--- config.mk ---
export PLATFORM = sky130hd
export DESIGN_NAME = ext_sram_ctrl
export DESIGN_NICKNAME = d
export VERILOG_FILES = /design/src/rtl/sram_ctrl_pkg.sv /design/src/rtl/sram_bank_cfg_mux.sv /design/src/rtl/sram_cycle_fsm.sv /design/src/rtl/ext_sram_ctrl.sv
export SDC_FILE = /design/constraint.sdc
export NUM_CORES = 1
export LEC_CHECK = 0
export BUFFER_PORTS_ARGS = -buffer_cell sky130_fd_sc_hd__buf_2
export CORE_ASPECT_RATIO = 1.4
export CORE_UTILIZATION = 42
export CTS_CLUSTER_DIAMETER = 50
export DETAILED_ROUTE_END_ITERATION = 10
export PLACE_DENSITY = 0.83
export SYNTH_ARGS = -nofsm -noshare
export SYNTH_HDL_FRONTEND = slang
export SYNTH_SLANG_ARGS = --single-unit
--- constraint.sdc ---
create_clock -name clk -period 4 [get_ports clk]
set_input_delay 0.8 -clock clk [delete_from_list [all_inputs] [get_ports clk]]
set_output_delay 0.8 -clock clk [all_outputs]
set_load 0.01 [all_outputs]
--- src/rtl/sram_ctrl_pkg.sv ---
// Shared definitions for the external static memory controller.
// Assumes the bank field is always three bits wide (eight banks).
package sram_ctrl_pkg;
    localparam int BANK_W = 3;

    typedef enum logic [1:0] {
        ST_IDLE = 2'd0,
        ST_TURN = 2'd1,
        ST_ACC  = 2'd2
    } esmc_state_e;
endpackage

--- src/rtl/sram_bank_cfg_mux.sv ---
// Selects one bank's timing configuration and normalises it.
// Zero wait counts become one; the output-enable delay is clamped so that
// output enable covers at least the final read cycle.
// Assumes configuration inputs are quasi-static.
module sram_bank_cfg_mux #(
    parameter int NBANK  = 8,
    parameter int CNT_W  = 4,
    parameter int BANK_W = 3
) (
    input  logic [BANK_W-1:0]      bank_idx,
    input  logic [NBANK*CNT_W-1:0] cfg_oe_dly,
    input  logic [NBANK*CNT_W-1:0] cfg_rd_wait,
    input  logic [NBANK*CNT_W-1:0] cfg_wr_wait,
    input  logic [NBANK*CNT_W-1:0] cfg_idle,
    output logic [CNT_W-1:0]       oe_eff,
    output logic [CNT_W-1:0]       rd_len,
    output logic [CNT_W-1:0]       wr_len,
    output logic [CNT_W-1:0]       idle_n
);
    logic [CNT_W-1:0] oe_a   [NBANK];
    logic [CNT_W-1:0] rd_a   [NBANK];
    logic [CNT_W-1:0] wr_a   [NBANK];
    logic [CNT_W-1:0] idle_a [NBANK];
    logic [CNT_W-1:0] oe_sel, rd_sel, wr_sel;

    for (genvar g = 0; g < NBANK; g++) begin : g_unpack
        assign oe_a[g]   = cfg_oe_dly[g*CNT_W +: CNT_W];
        assign rd_a[g]   = cfg_rd_wait[g*CNT_W +: CNT_W];
        assign wr_a[g]   = cfg_wr_wait[g*CNT_W +: CNT_W];
        assign idle_a[g] = cfg_idle[g*CNT_W +: CNT_W];
    end

    // Pick the addressed bank and apply the minimum/clamp rules.
    always_comb begin
        oe_sel = oe_a[bank_idx];
        rd_sel = rd_a[bank_idx];
        wr_sel = wr_a[bank_idx];
        idle_n = idle_a[bank_idx];
        rd_len = (rd_sel == '0) ? CNT_W'(1) : rd_sel;
        wr_len = (wr_sel == '0) ? CNT_W'(1) : wr_sel;
        oe_eff = (oe_sel >= rd_len) ? rd_len - CNT_W'(1) : oe_sel;
    end
endmodule

--- src/rtl/sram_cycle_fsm.sv ---
// Sequences one external access: optional turnaround, then the chip-select
// window with output-enable or write-enable timing, then a response pulse.
// Assumes timing values arrive already normalised by sram_bank_cfg_mux.
module sram_cycle_fsm
    import sram_ctrl_pkg::*;
#(
    parameter int OFFS_W = 21,
    parameter int DATA_W = 32,
    parameter int CNT_W  = 4
) (
    input  logic              clk,
    input  logic              rst_n,
    input  logic              req_valid,
    input  logic              req_write,
    input  logic [BANK_W-1:0] req_bank,
    input  logic [OFFS_W-1:0] req_offs,
    input  logic [DATA_W-1:0] req_wdata,
    output logic              req_ready,
    input  logic [CNT_W-1:0]  oe_eff,
    input  logic [CNT_W-1:0]  rd_len,
    input  logic [CNT_W-1:0]  wr_len,
    input  logic [CNT_W-1:0]  idle_n,
    input  logic [DATA_W-1:0] mem_rdata,
    output logic              acc_active,
    output logic [BANK_W-1:0] acc_bank,
    output logic              oe_act,
    output logic              we_act,
    output logic              wdata_oe,
    output logic [OFFS_W-1:0] addr_q,
    output logic [DATA_W-1:0] wdata_q,
    output logic              rsp_valid,
    output logic [DATA_W-1:0] rsp_rdata
);
    localparam int CW1 = CNT_W + 1;

    esmc_state_e      state;
    logic [CW1-1:0]   cnt;
    logic             wr_q;
    logic [CNT_W-1:0] oe_q, rl_q, wl_q;
    logic             last_rd;
    logic [BANK_W-1:0] last_bank;
    logic [CW1-1:0]   acc_len;
    logic             acc_last;
    logic             need_turn;

    // Access length and end-of-access detection.
    always_comb begin
        acc_len  = wr_q ? ({1'b0, wl_q} + CW1'(1)) : {1'b0, rl_q};
        acc_last = (cnt == acc_len - CW1'(1));
        need_turn = req_write && last_rd && (last_bank == req_bank) && (idle_n != '0);
    end

    // Strobe decode from the sequencer state.
    always_comb begin
        acc_active = (state == ST_ACC);
        req_ready  = (state == ST_IDLE);
        oe_act     = acc_active && !wr_q && (cnt >= {1'b0, oe_q});
        we_act     = acc_active && wr_q && (cnt < {1'b0, wl_q});
        wdata_oe   = acc_active && wr_q;
    end

    assign acc_bank = last_bank_or_cur();

    function automatic logic [BANK_W-1:0] last_bank_or_cur();
        return cur_bank;
    endfunction

    logic [BANK_W-1:0] cur_bank;

    // Main sequencer: latch request, count turnaround and access cycles.
    always_ff @(posedge clk) begin
        if (!rst_n) begin
            state     <= ST_IDLE;
            cnt       <= '0;
            wr_q      <= 1'b0;
            cur_bank  <= '0;
            addr_q    <= '0;
            wdata_q   <= '0;
            oe_q      <= '0;
            rl_q      <= '0;
            wl_q      <= '0;
            last_rd   <= 1'b0;
            last_bank <= '0;
            rsp_valid <= 1'b0;
            rsp_rdata <= '0;
        end else begin
            rsp_valid <= 1'b0;
            case (state)
                ST_IDLE: begin
                    if (req_valid) begin
                        wr_q     <= req_write;
                        cur_bank <= req_bank;
                        addr_q   <= req_offs;
                        wdata_q  <= req_wdata;
                        oe_q     <= oe_eff;
                        rl_q     <= rd_len;
                        wl_q     <= wr_len;
                        if (need_turn) begin
                            state <= ST_TURN;
                            cnt   <= {1'b0, idle_n} - CW1'(1);
                        end else begin
                            state <= ST_ACC;
                            cnt   <= '0;
                        end
                    end
                end
                ST_TURN: begin
                    if (cnt == '0) state <= ST_ACC;
                    else           cnt   <= cnt - CW1'(1);
                end
                ST_ACC: begin
                    if (acc_last) begin
                        state     <= ST_IDLE;
                        cnt       <= '0;
                        rsp_valid <= 1'b1;
                        if (!wr_q) rsp_rdata <= mem_rdata;
                        last_rd   <= !wr_q;
                        last_bank <= cur_bank;
                    end else begin
                        cnt <= cnt + CW1'(1);
                    end
                end
                default: state <= ST_IDLE;
            endcase
        end
    end

    // read and write strobes never overlap.
    p_oe_we_excl_r5: assert property (@(posedge clk) disable iff (!rst_n)
        !(oe_act && we_act));

    // write enable rises while chip select is still asserted.
    p_we_inside_cs_r5: assert property (@(posedge clk) disable iff (!rst_n)
        $fell(we_act) |-> acc_active);

    // output enable is present on the last read cycle.
    p_oe_min_r4: assert property (@(posedge clk) disable iff (!rst_n)
        (acc_active && !wr_q && acc_last) |-> oe_act);

    // the response is a single-cycle pulse.
    p_rsp_pulse_r6: assert property (@(posedge clk) disable iff (!rst_n)
        rsp_valid |=> !rsp_valid);

    // the address is held across the access.
    p_addr_stable_r9: assert property (@(posedge clk) disable iff (!rst_n)
        (acc_active && $past(acc_active)) |-> $stable(addr_q));

    // turnaround only for a write after a read to the same bank.
    p_turn_same_bank_r7: assert property (@(posedge clk) disable iff (!rst_n)
        (state == ST_TURN) |-> (wr_q && last_rd && (last_bank == cur_bank)));
endmodule

--- src/rtl/ext_sram_ctrl.sv ---
// External static memory controller top: decodes the bank from the upper
// address bits, selects that bank's timing, and sequences one SRAM-style
// access per request. Assumes one outstanding request at a time.
module ext_sram_ctrl
    import sram_ctrl_pkg::*;
#(
    parameter  int ADDR_W = 24,
    parameter  int DATA_W = 32,
    parameter  int CNT_W  = 4,
    localparam int NBANK  = 1 << BANK_W,
    localparam int OFFS_W = ADDR_W - BANK_W
) (
    input  logic                   clk,
    input  logic                   rst_n,
    input  logic                   req_valid,
    output logic                   req_ready,
    input  logic                   req_write,
    input  logic [ADDR_W-1:0]      req_addr,
    input  logic [DATA_W-1:0]      req_wdata,
    output logic                   rsp_valid,
    output logic [DATA_W-1:0]      rsp_rdata,
    input  logic [NBANK*CNT_W-1:0] cfg_oe_dly,
    input  logic [NBANK*CNT_W-1:0] cfg_rd_wait,
    input  logic [NBANK*CNT_W-1:0] cfg_wr_wait,
    input  logic [NBANK*CNT_W-1:0] cfg_idle,
    output logic [NBANK-1:0]       mem_cs_n,
    output logic                   mem_oe_n,
    output logic                   mem_we_n,
    output logic [OFFS_W-1:0]      mem_addr,
    output logic [DATA_W-1:0]      mem_wdata,
    output logic                   mem_wdata_oe,
    input  logic [DATA_W-1:0]      mem_rdata
);
    logic [BANK_W-1:0] req_bank;
    logic [CNT_W-1:0]  oe_eff, rd_len, wr_len, idle_n;
    logic              acc_active, oe_act, we_act;
    logic [BANK_W-1:0] acc_bank;

    assign req_bank = req_addr[ADDR_W-1 -: BANK_W];

    sram_bank_cfg_mux #(
        .NBANK(NBANK), .CNT_W(CNT_W), .BANK_W(BANK_W)
    ) i_cfg (
        .bank_idx   (req_bank),
        .cfg_oe_dly (cfg_oe_dly),
        .cfg_rd_wait(cfg_rd_wait),
        .cfg_wr_wait(cfg_wr_wait),
        .cfg_idle   (cfg_idle),
        .oe_eff     (oe_eff),
        .rd_len     (rd_len),
        .wr_len     (wr_len),
        .idle_n     (idle_n)
    );

    sram_cycle_fsm #(
        .OFFS_W(OFFS_W), .DATA_W(DATA_W), .CNT_W(CNT_W)
    ) i_fsm (
        .clk       (clk),
        .rst_n     (rst_n),
        .req_valid (req_valid),
        .req_write (req_write),
        .req_bank  (req_bank),
        .req_offs  (req_addr[OFFS_W-1:0]),
        .req_wdata (req_wdata),
        .req_ready (req_ready),
        .oe_eff    (oe_eff),
        .rd_len    (rd_len),
        .wr_len    (wr_len),
        .idle_n    (idle_n),
        .mem_rdata (mem_rdata),
        .acc_active(acc_active),
        .acc_bank  (acc_bank),
        .oe_act    (oe_act),
        .we_act    (we_act),
        .wdata_oe  (mem_wdata_oe),
        .addr_q    (mem_addr),
        .wdata_q   (mem_wdata),
        .rsp_valid (rsp_valid),
        .rsp_rdata (rsp_rdata)
    );

    // One active-low chip select per bank, low only during its access.
    for (genvar g = 0; g < NBANK; g++) begin : g_cs
        assign mem_cs_n[g] = !(acc_active && (acc_bank == BANK_W'(g)));
    end

    assign mem_oe_n = !oe_act;
    assign mem_we_n = !we_act;

    // at most one chip select is low at any time.
    p_cs_onehot_r1: assert property (@(posedge clk) disable iff (!rst_n)
        $onehot0(~mem_cs_n));
endmodule

==> flow_summary.yaml <==
outcome:
  status: "finished, final reports clean"
clock_tree:
  cts_resized: 0
  cts_root_buf: "clkbuf_16"
  cts_buffers: 17
  tritoncts: "built"
  h-tree-depth: 4
  clk_path_buf_depth: 2
  clkTransAtPathRegs_ns: 0.05
  holdBufCountCts: 0
  postCtsSetupBuffers: 0
  clock_sinks: 113
  clock_latency_ns: 0.42
sta:
  max_slew.worst_pin.slew_ns: 0.9526
  min_period_ns: 3.323
  slew_viol_final: 0
  skew_ns: 0.01194
  fin_tns_setup_ns: 0
  final_hold_viol_count: 0
  holdWs_ns: 0.4572
  relSlewSlack_pct: 36.27
  rsz0062_at_grt: "no"
  fmax_mhz: 300.9
  fin_crit_sh_pct: 83.08
  setup_viol: 0
setup_path:
  startpoint_type: "register"
  cp.arrival_ns: 2.52
  crit_path_end_kind: "primary output"
  critPathKind: "reg -> out"
  critPathSlowestCell: "o311ai_0"
  max_stage_delay_ns: 0.47
  crit_path_cell_trace: "inv_1, ha_1, nand2b_1, a21o_1, a21oi_1, nor2b_1, o311ai_0, buf_2"
  path_buf_inv: 2
  path_max_fanout: 7
  required_ns: 3.20
  critPathTopFamily: "compound AO/OA/AOI/OAI gates"
power_and_ir_drop:
  seq_power_share_pct: 32.6
  ir_drop_mv: 0.3488
  combPwrFrac_pct: 29.3
  p_int_w: 0.002856
  netSwitchingPower_w: 0.001312
  p_per_area_nw_per_um2: 469.4
  swShare_pct: 31.47
  leakage_nw: 4.026
  power_frac_clock_pct: 38.0
route:
  vias: 6310
  totalWireLength_um: 18850
  via_per_inst: 5.250
  drt_iter0_markers: 245
  routedWlPerCell_um: 15.68
  drcViolationCount: 0
  detailedRoute.firstPassIterationCount: 5
  antenna_left: 0
cells_and_area:
  antenna_cells: 0
  area_growth_syn_to_layout_pct: 35.83
  drive_gt1_share_pct: 41.78
  nets: 1242
floorplanning:
  start_util_pct: 43.23
  core_area_um2: 15120
  pin_count: 318
  die_h_um: 149.6
  fp.dieArea_um2: 16070
  die_w_um: 107.4
  std_cell_rows: 53
synthesis:
  synth-main-ff-cell: "dfxtp_1"
  syn-cell-area_um2: 6536
  ys_async_sr_fraction_pct: 0
  synth_common_cells: "nand2_1, dfxtp_1, a21boi_0, mux2i_1, nor2b_1"
  synth_top_family_by_area: "multiplexers"
  ys_seq_area_share_pct: 34.61
  synthSimpleGateAreaFrac_pct: 18.45
  yosys.area_share.adder_pct: 4.403
  synthTopCellsByArea: "dfxtp_1, mux4_2, nand2_1"
  synthCells: 694
  avgSynthCellArea_um2: 9.418
  yosysTopAreaCellShare_pct: 34.61
  synth_top_area_cell: "dfxtp_1"
  synth-seq-cells: 113
  synth_cell_types: 66
  synthesis.nets: 937
  synthXorXnorAreaFrac_pct: 2.240
  yosysMostFrequentCell: "nand2_1"
  synth_warnings: 0
  synth-edff-count: 0
  synth-compound-area-share_pct: 15.70
  synth_mux_area_share_pct: 19.64
placed_design:
  io_buffers: 317
  routabilityCongestion: 0.8757
  post-dp-hpwl_um: 14270
global_route:
  grt_pass1_vias: 6163
  grt_usage_pct: 23.08
  grt_antenna_before_repair: 0
  grt_pass1_wl_um: 28970
  grt_max_degree: 68
  gr-total-overflow: 0
job:
  cap_viol_max_count: 0
hold_path:
  hold_class: "reg -> reg"
## final timing paths
path	slack [ns]	start	cells after the start	to
worst max-delay path	0.68	i_fsm.cnt[0]	8	mem_oe_n
worst min-delay path	0.46	i_fsm.addr_q[14]	2	i_fsm.addr_q[14]
worst max register to register	1.00	i_fsm.wl_q[0]	10	i_fsm.rsp_rdata[20]
worst min register to register	0.46	i_fsm.addr_q[14]	2	i_fsm.addr_q[14]
## per-layer routing
metal,wire [µm],GRT usage [%],vias up
met5,0,0,-
met3,1152,6.010,50
met2,9948,41.94,255
li1,-,-,3048
met4,503,10.68,0
met1,7247,24.71,2957
## cells by family (layout without fill, tap and decap cells)
family          Yosys count  count (layout)
xor+xnor                 15              15
fa+ha+maj                23              23
mux                      86              86
buf+inv                  67             383
flops                   113             113
simple gates            258             258
compound gates          132             132
## area by class of cell
| type | instances | area (µm²) |
|---|---|---|
| clock buffers | 20 | 456.7 |
| multi-input cells | 514 | 3954 |
| inverters | 17 | 63.81 |
| clock inverters | 10 | 160.2 |
| well taps | 192 | 240.2 |
| flip-flops and latches | 113 | 2262 |
| fillers | 1316 | 6241 |
| repair buffers | 336 | 1742 |
## cell usage in the layout, fill, tap and decap left out, drive strengths merged, types with 3 or more instances in the layout
master,instances
and2,5
mux2,5
a21o,4
mux2i,48
a21boi,61
ha,23
nor3,10
nand2,146
clkinv,5
o31ai,3
nand4,5
nor4,3
mux4,33
a21oi,16
nor2b,43
bufinv,4
xor2,8
nor2,23
clkbuf,20
a211oi,4
nand3,13
nand2b,5
o211a,7
dfxtp,113
inv,17
xnor2,7
buf,336
o21ai,13
## tightest hold or removal path: cells and delay by family, from the launching register on
kind | cells | cell delay, ns
AND/OR/NAND/NOR | 1 | 0.05
flip-flops | 1 | 0.30
AO/OA/AOI/OAI | 1 | 0.06
## power by group through the flow
| stage | clock network, W | logic (W) | registers [W] |
|---|---|---|---|
| floorplan | 0 | 0.000805 | 0.00138 |
| global placement | 0 | 0.00119 | 0.00137 |
| detailed placement | 0 | 0.00122 | 0.00138 |
| CTS | 0.00161 | 0.00123 | 0.00136 |
| global route | 0.00166 | 0.00135 | 0.00138 |
| finish | 0.00159 | 0.00122 | 0.00136 |
## flip-flops by register name, summed over array words and instances (netlist names)
register / cells
i_fsm.rl_q: 4
i_fsm.last_rd: 1
i_fsm.rsp_valid: 1
i_fsm.wl_q: 4
i_fsm.cnt: 5
i_fsm.wr_q: 1
i_fsm.last_bank: 3
i_fsm.acc_bank: 3
i_fsm.state: 2
i_fsm.addr_q: 21
i_fsm.oe_q: 4
i_fsm.wdata_q: 32
i_fsm.rsp_rdata: 32
## stage by stage
stage | instance area (µm²) | setup WS, ns | instances | utilization, % | total power [W]
2_1_floorplan | 6536 | 0.08290 | 694 | - | 0.002190
3_3_place_gp | 8262 | 0.3611 | 1172 | 54.64 | 0.002562
3_5_place_dp | 8262 | 0.2955 | 1172 | 54.64 | 0.002599
4_1_cts | 8879 | 0.6207 | 1202 | 58.72 | 0.004195
5_1_grt | 8879 | 0.4793 | 1202 | 58.72 | 0.004378
6_report | 8879 | 0.6767 | 1202 | 58.72 | 0.004168
Power figures use the tool's default switching activity.
